## src/rtl/pwrx_pkg.sv

```systemverilog
package pwrx_pkg;

   // Tick-level events produced by the line timer
   typedef struct packed {
      logic start;     // falling edge out of idle
      logic bit_ev;    // a bit-length high interval just ended
      logic bit_val;   // its decoded value
      logic gap;       // a byte-boundary low just ended
      logic long_hi;   // high interval too long for a bit, too short for idle
      logic long_lo;   // low interval exceeded the boundary limit
      logic eom;       // idle threshold reached inside a message
   } line_ev_t;

   function automatic logic [7:0] crc8_step(input logic [7:0] acc,
                                            input logic [7:0] din,
                                            input logic [7:0] poly);
      logic [7:0] x;
      x = acc ^ din;
      for (int i = 0; i < 8; i++)
         x = x[7] ? ({x[6:0], 1'b0} ^ poly) : {x[6:0], 1'b0};
      return x;
   endfunction

endpackage

```

## src/rtl/pwrx_timer.sv

```systemverilog
module pwrx_timer
   import pwrx_pkg::*;
#(
   parameter int ZERO_MAX  = 2,
   parameter int ONE_MAX   = 4,
   parameter int SEP_MAX   = 1,
   parameter int GAP_MAX   = 4,
   parameter int EOM_UNITS = 8
) (
   input  logic     clk,
   input  logic     rst_n,
   input  logic     tick,
   input  logic     line,
   output line_ev_t ev,
   output logic     in_msg
);

   localparam int CNT_MAX = (EOM_UNITS > GAP_MAX + 1) ? EOM_UNITS : GAP_MAX + 1;
   localparam int CW      = $clog2(CNT_MAX + 1);

   localparam logic [CW-1:0] K_ZERO = CW'(ZERO_MAX);
   localparam logic [CW-1:0] K_ONE  = CW'(ONE_MAX);
   localparam logic [CW-1:0] K_SEP  = CW'(SEP_MAX);
   localparam logic [CW-1:0] K_GAP  = CW'(GAP_MAX);
   localparam logic [CW-1:0] K_EOM1 = CW'(EOM_UNITS - 1);
   localparam logic [CW-1:0] K_MAX  = CW'(CNT_MAX);
   localparam logic [CW-1:0] K_1    = CW'(1);

   logic          prev_lvl;
   logic          start_low;
   logic [CW-1:0] hi_cnt;
   logic [CW-1:0] lo_cnt;
   logic          fall;
   logic          rise;

   always_comb begin
      fall = prev_lvl & ~line;
      rise = ~prev_lvl & line;
      ev   = '0;
      if (tick) begin
         ev.start   = fall & ~in_msg;
         ev.bit_ev  = fall & in_msg & (hi_cnt <= K_ONE);
         ev.bit_val = hi_cnt > K_ZERO;
         ev.long_hi = fall & in_msg & (hi_cnt > K_ONE);
         ev.gap     = rise & in_msg & ~start_low & (lo_cnt > K_SEP) & (lo_cnt <= K_GAP);
         ev.long_lo = ~line & ~fall & in_msg & (lo_cnt == K_GAP);
         ev.eom     = line & ~rise & in_msg & (hi_cnt == K_EOM1);
      end
   end

   always_ff @(posedge clk or negedge rst_n) begin
      if (!rst_n) begin
         prev_lvl  <= 1'b1;
         hi_cnt    <= K_MAX;
         lo_cnt    <= '0;
         in_msg    <= 1'b0;
         start_low <= 1'b0;
      end else if (tick) begin
         prev_lvl <= line;
         if (line) begin
            if (rise) begin
               hi_cnt    <= K_1;
               start_low <= 1'b0;
            end else if (hi_cnt != K_MAX) begin
               hi_cnt <= hi_cnt + K_1;
            end
         end else begin
            if (fall)                 lo_cnt <= K_1;
            else if (lo_cnt != K_MAX) lo_cnt <= lo_cnt + K_1;
         end
         if (ev.start) begin
            in_msg    <= 1'b1;
            start_low <= 1'b1;
         end else if (ev.eom) begin
            in_msg <= 1'b0;
         end
      end
   end

endmodule

```

## src/rtl/pwrx_framer.sv

```systemverilog
module pwrx_framer #(
   parameter int NIB_W = 4
) (
   input  logic               clk,
   input  logic               rst_n,
   input  logic               clr,
   input  logic               bit_ev,
   input  logic               bit_val,
   input  logic               gap,
   output logic               par_err,
   output logic               over_err,
   output logic               cnt_err,
   output logic               byte_done,
   output logic               partial,
   output logic [2*NIB_W-1:0] data
);

   localparam int FB = 2 * NIB_W + 2;
   localparam int BW = $clog2(FB + 1);

   localparam logic [BW-1:0] K_FB   = BW'(FB);
   localparam logic [BW-1:0] K_P1   = BW'(NIB_W);
   localparam logic [BW-1:0] K_P2   = BW'(FB - 1);
   localparam logic [BW-1:0] K_STEP = BW'(1);

   logic [BW-1:0] bit_cnt;
   logic [FB-1:0] shreg;
   logic          at_parity;

   always_comb begin
      at_parity = (bit_cnt == K_P1) | (bit_cnt == K_P2);
      par_err   = bit_ev & at_parity & (^{shreg[NIB_W-1:0], bit_val});
      over_err  = bit_ev & (bit_cnt == K_FB);
      byte_done = gap & (bit_cnt == K_FB);
      cnt_err   = gap & (bit_cnt != K_FB);
      partial   = bit_cnt != '0;
      data      = {shreg[FB-1 -: NIB_W], shreg[NIB_W -: NIB_W]};
   end

   always_ff @(posedge clk or negedge rst_n) begin
      if (!rst_n) begin
         bit_cnt <= '0;
         shreg   <= '0;
      end else if (clr || gap) begin
         bit_cnt <= '0;
      end else if (bit_ev && bit_cnt != K_FB) begin
         shreg   <= {shreg[FB-2:0], bit_val};
         bit_cnt <= bit_cnt + K_STEP;
      end
   end

endmodule

```

## src/rtl/pwrx_crc8.sv

```systemverilog
module pwrx_crc8
   import pwrx_pkg::*;
#(
   parameter logic [7:0] POLY = 8'h07
) (
   input  logic       clk,
   input  logic       rst_n,
   input  logic       clr,
   input  logic       upd,
   input  logic [7:0] din,
   output logic       residue_bad
);

   logic [7:0] acc;

   assign residue_bad = acc != 8'h00;

   always_ff @(posedge clk or negedge rst_n) begin
      if (!rst_n)   acc <= 8'h00;
      else if (clr) acc <= 8'h00;
      else if (upd) acc <= crc8_step(acc, din, POLY);
   end

endmodule

```

## src/rtl/pwrx_line_rx.sv

```systemverilog
module pwrx_line_rx
   import pwrx_pkg::*;
#(
   parameter int         NIB_W      = 4,
   parameter int         ZERO_MAX   = 2,
   parameter int         ONE_MAX    = 4,
   parameter int         SEP_MAX    = 1,
   parameter int         GAP_MAX    = 4,
   parameter int         EOM_UNITS  = 8,
   parameter int         PULL_UNITS = 4,
   parameter bit         CRC_EN     = 1'b1,
   parameter logic [7:0] CRC_POLY   = 8'h07
) (
   input  logic               clk,
   input  logic               rst_n,
   input  logic               tick,
   input  logic               line_in,
   output logic               byte_valid,
   output logic [2*NIB_W-1:0] byte_data,
   output logic               byte_last,
   output logic               err_parity,
   output logic               err_frame,
   output logic               err_crc,
   output logic               pull_low
);

   localparam int DW = 2 * NIB_W;
   localparam int PW = $clog2(PULL_UNITS + 1);
   localparam logic [PW-1:0] K_PULL = PW'(PULL_UNITS);
   localparam logic [PW-1:0] K_DEC  = PW'(1);

   // elaboration-time parameter checks
   if (NIB_W < 1) begin : g_bad_nib
      $error("NIB_W must be at least 1");
   end
   if (ZERO_MAX < 1 || ONE_MAX <= ZERO_MAX) begin : g_bad_bit
      $error("bit width limits must satisfy 1 <= ZERO_MAX < ONE_MAX");
   end
   if (SEP_MAX < 1 || GAP_MAX <= SEP_MAX) begin : g_bad_gap
      $error("low limits must satisfy 1 <= SEP_MAX < GAP_MAX");
   end
   if (EOM_UNITS <= ONE_MAX + 1) begin : g_bad_eom
      $error("EOM_UNITS must exceed ONE_MAX + 1");
   end
   if (PULL_UNITS < 1) begin : g_bad_pull
      $error("PULL_UNITS must be at least 1");
   end
   if (CRC_EN && DW != 8) begin : g_bad_crc
      $error("checksum option needs 8-bit bytes");
   end

   line_ev_t          ev;
   logic              in_msg;
   logic              f_par, f_over, f_cnt, f_done, f_partial;
   logic [DW-1:0]     f_data;
   logic              crc_bad;
   logic              discard;
   logic [PW-1:0]     pull_cnt;
   logic              pend_v;
   logic [DW-1:0]     pend_d;
   logic              abort, tail_bad, accept, finish, frame_now;

   pwrx_timer #(
      .ZERO_MAX (ZERO_MAX),
      .ONE_MAX  (ONE_MAX),
      .SEP_MAX  (SEP_MAX),
      .GAP_MAX  (GAP_MAX),
      .EOM_UNITS(EOM_UNITS)
   ) u_timer (
      .clk   (clk),
      .rst_n (rst_n),
      .tick  (tick),
      .line  (line_in),
      .ev    (ev),
      .in_msg(in_msg)
   );

   pwrx_framer #(.NIB_W(NIB_W)) u_framer (
      .clk      (clk),
      .rst_n    (rst_n),
      .clr      (ev.start | ev.eom),
      .bit_ev   (ev.bit_ev),
      .bit_val  (ev.bit_val),
      .gap      (ev.gap),
      .par_err  (f_par),
      .over_err (f_over),
      .cnt_err  (f_cnt),
      .byte_done(f_done),
      .partial  (f_partial),
      .data     (f_data)
   );

   if (CRC_EN) begin : g_crc
      pwrx_crc8 #(.POLY(CRC_POLY)) u_crc (
         .clk        (clk),
         .rst_n      (rst_n),
         .clr        (ev.start | ev.eom),
         .upd        (accept),
         .din        (f_data),
         .residue_bad(crc_bad)
      );
   end else begin : g_nocrc
      assign crc_bad = 1'b0;
   end

   always_comb begin
      frame_now = f_over | f_cnt | ev.long_hi | ev.long_lo;
      abort     = ~discard & (f_par | frame_now);
      tail_bad  = ~discard & ev.eom & f_partial;
      accept    = ~discard & f_done;
      finish    = ~discard & ev.eom & ~f_partial & pend_v;
   end

   assign pull_low = pull_cnt != '0;

   always_ff @(posedge clk or negedge rst_n) begin
      if (!rst_n) begin
         discard    <= 1'b0;
         pull_cnt   <= '0;
         pend_v     <= 1'b0;
         pend_d     <= '0;
         byte_valid <= 1'b0;
         byte_data  <= '0;
         byte_last  <= 1'b0;
         err_parity <= 1'b0;
         err_frame  <= 1'b0;
         err_crc    <= 1'b0;
      end else begin
         byte_valid <= (accept & pend_v) | finish;
         byte_data  <= pend_d;
         byte_last  <= finish;
         err_crc    <= finish & crc_bad;
         err_parity <= ~discard & f_par;
         err_frame  <= (~discard & frame_now) | tail_bad;

         if (abort || ev.eom || ev.start) begin
            pend_v <= 1'b0;
         end else if (accept) begin
            pend_v <= 1'b1;
            pend_d <= f_data;
         end

         if (ev.eom)     discard <= 1'b0;
         else if (abort) discard <= 1'b1;

         if (abort)                      pull_cnt <= K_PULL;
         else if (tick && pull_cnt != '0) pull_cnt <= pull_cnt - K_DEC;
      end
   end

endmodule

```

## config.mk

```make
export PLATFORM = sky130hd
export DESIGN_NAME = pwrx_line_rx
export DESIGN_NICKNAME = d
export VERILOG_FILES = /design/src/rtl/pwrx_pkg.sv /design/src/rtl/pwrx_timer.sv /design/src/rtl/pwrx_framer.sv /design/src/rtl/pwrx_crc8.sv /design/src/rtl/pwrx_line_rx.sv
export SDC_FILE = /design/constraint.sdc
export NUM_CORES = 1
export LEC_CHECK = 0
export ABC_AREA = 1
export CAP_MARGIN = 15
export CORE_MARGIN = 1
export CORE_UTILIZATION = 50
export CTS_BUF_LIST = sky130_fd_sc_hd__clkbuf_4 sky130_fd_sc_hd__clkbuf_8 sky130_fd_sc_hd__clkbuf_16
export DETAILED_ROUTE_END_ITERATION = 7
export PLACE_DENSITY = 0.69
export SYNTH_ARGS = -nofsm -noshare
export SYNTH_HDL_FRONTEND = slang
export SYNTH_SLANG_ARGS = --single-unit
```

## constraint.sdc

```tcl
create_clock -name clk -period 3.9 [get_ports clk]
set_clock_uncertainty 0.15 [all_clocks]
set_input_delay 0.78 -clock clk [delete_from_list [all_inputs] [get_ports clk]]
set_output_delay 0.78 -clock clk [all_outputs]
set_load 0.005 [all_outputs]
```

==> results.txt <==
final critical-path share of the clock period: 64.6%
PwrDens: 627 nW/um2
first-iteration detailed-routing DRC count: 124
layout cells sized above 1: 14.5%
kind of critical path: in -> reg
clock period minus final worst setup slack: 2520 ps
Initial Utilization: 52.9%
cells after synthesis: 381
outcome: completed
count of pins over their slew limit: 0
worst slew slack as a fraction of its limit: 45.6%
total grt overflow: 0
HP Class: reg -> reg
Std-Cell Rows: 28
unrepaired setup endpoints after global routing: false
Final Util: 60.1%
total I/O pin count: 18
maximum operating frequency: 0.397 GHz
startpoint kind of the worst setup timing path: input pin
chip width: 82.1 um
pin count of the biggest net entering global routing: 38
standby leakage power: 1.87 nW
IO buf count: 17
antenna violations before repair: 0
Most used DFF post-synth: dfrtp_1
synthesized net count: 398
library cells used by synthesis: 30
Seq cells post-synth: 59
share of synthesized registers carrying an async set or reset: 100%
gpl congestion: 0.841
post-detailed-routing wire length: 6000 um
Reg2Reg Launch Point: u_timer.lo_cnt[0]
detailed-routing iteration count for the pre-antenna-repair pass: 4
global router's overall resource usage: 20.9%
post-detailed-route count of antenna-violating nets: 0
final hold vios: 0
reg2reg setup slack: 1670 ps
hold bufs inserted after CTS: 0
setup-violating endpoint count in the final report: 0
critical path peak fanout: 32
commonest cells in the synthesized netlist: 108 x nand2_1, 57 x dfrtp_1, 50 x inv_1
Critical Path Sink Type: register
fraction of synthesized cell area taken by the top area cell type: 44.5%
worst-case setup margin in the final layout: 1380 ps
Wirelength per Cell: 12.4 um
worst-case reg-to-reg path depth: 8
first-pass GRT wire length: 10200 um
TritonCTS clock tree: done
number of buffers created by CTS: 9
Final Net Count: 420
aggregate negative setup slack: 0 ps
number of synthesis warnings: 0
Setup crit start: tick
cell at the root of the clock tree: clkbuf_8
cell area after technology mapping: 3210 um2
cell with the most instances after synthesis: nand2_1
Worst-Skew Late Latency: 350 ps
share of the yosys chip area belonging to registers: 46.1%
worst-case clock buffer depth: 2
Post-CTS Setup Repair Bufs: 0
CTS-repair resized insts: 0
DP HPWL: 4300 um
critical path required time: 3980 ps
Core Region: 6060 um2
DR DRC count: 0
worst slack at placement: 1010 ps
number of antenna repair diodes: 0
crit path capture: g_crc.u_crc.acc[7]
layout overhead on the synthesized area: 13.5%
Finished Cell Area: 3640 um2
area leader, netlist: dfrtp_1
Vert. Die Dim: 82.1 um
critical path arrival: 2600 ps
clock sinks: 59
total number of H-tree levels: 3
total vias in the final route: 2428
slew of the pin with the lowest slew margin: 816 ps
Max-Cap Viols: 0
area post-placement: 3420 um2
endpoint of the worst-slack reg-to-reg timing path: g_crc.u_crc.acc[7]
Via density: 5.03
die area: 6740 um2
number of enable-type register cells in the synthesized netlist: 0
Area contributors post-synth: dfrtp_1 44%, nand2_1 13%, inv_1 5.9%
clock slew seen by the registers of the worst setup and hold paths: 80 ps
worst ir drop on vdd: 398 uV
via count of the first global-routing pass: 2291
mean area per synthesized cell: 8.41 um2
placed cells by master (no fill, tap or decap), types with 3 or more instances in the layout:
cell type / count
nand2_1: 108
dfrtp_1: 57
inv_1: 50
nand3_1: 31
clkdlybuf4s50_1: 16
o21ai_2: 15
o21ai_0: 13
ha_1: 13
o21ai_1: 12
xor2_1: 12
nor2_1: 11
inv_2: 9
nand4_1: 9
clkbuf_8: 9
nand3_2: 6
xnor2_1: 4
nor3_1: 4
a21oi_1: 3
nor2_2: 3
worst min-delay path by stage:
stage / from / endpoint / slack, ps / cells after the start
after global routing: pend_d[5] / byte_data[5] / 240 / 0
after floorplan: pend_d[0] / byte_data[0] / 200 / 0
after global placement: pend_d[4] / byte_data[4] / 210 / 0
after CTS: pend_d[2] / byte_data[2] / 230 / 0
final: pend_d[1] / byte_data[1] / 230 / 0
after detailed placement: pend_d[1] / byte_data[1] / 210 / 0
cell type report:
cell class              count  area [um2]
repair buffers             18         173
clock buffers               9         124
clock inverters             7         100
inverters                  60         225
well taps                  75        93.8
multi-input cells         255        1450
flip-flops and latches     59        1480
fillers                   519        2420
power by group:
group,switching [W],internal (W)
Combinational,0.000508,0.000284
Sequential,0.000123,0.000734
Clock,0.000270,0.000365
cell families after synthesis:
group	count (synthesis)	synth area share, %
buffers and inverters	67	8.78
adders and majority gates	13	5.07
and+or+nand+nor	181	26.6
AOI/OAI and AO/OA	44	8.70
muxes	1	0.312
xor gates and xnor gates	16	4.37
DFF	59	46.1
sequential cells by signal, summed over array words and instances (netlist names):
signal,flops
pend_v,1
u_timer.lo_cnt,4
pull_cnt,3
discard,1
byte_last,1
u_framer.bit_cnt,4
u_timer.in_msg,1
u_timer.start_low,1
err_crc,1
g_crc.u_crc.acc,8
u_framer.shreg,10
byte_data,8
err_parity,1
u_timer.prev_lvl,1
pend_d,8
byte_valid,1
u_timer.hi_cnt,4
err_frame,1
through the flow:
step,std cells,total power (W),hold slack (ps)
2_1_floorplan,381,0.00148,204
3_3_place_gp,467,0.00163,213
3_5_place_dp,467,0.00166,214
4_1_cts,483,0.00230,230
5_1_grt,483,0.00248,240
6_report,483,0.00228,227
routing by layer:
| metal | share of wire, % | wire length (um) | up-vias | track usage (%) |
|---|---|---|---|---|
| met2 | 44 | 2620 | 38 | 30.7 |
| met1 | 51 | 3040 | 1121 | 28.1 |
| met5 | 0 | 0 | - | 0 |
| li1 | - | - | 1258 | - |
| met3 | 3.4 | 203 | 11 | 4.44 |
| met4 | 2.2 | 134 | 0 | 12.3 |
worst max-delay path, cell delays in order:
cell             delay (ps)
clkdlybuf4s50_1         640
nand2_2                 100
inv_2                    80
nand2_4                  60
nor2_8                  130
nand4_4                 470
nand3_1                 260
o21ai_2                  70
Power figures use the tool's default switching activity.
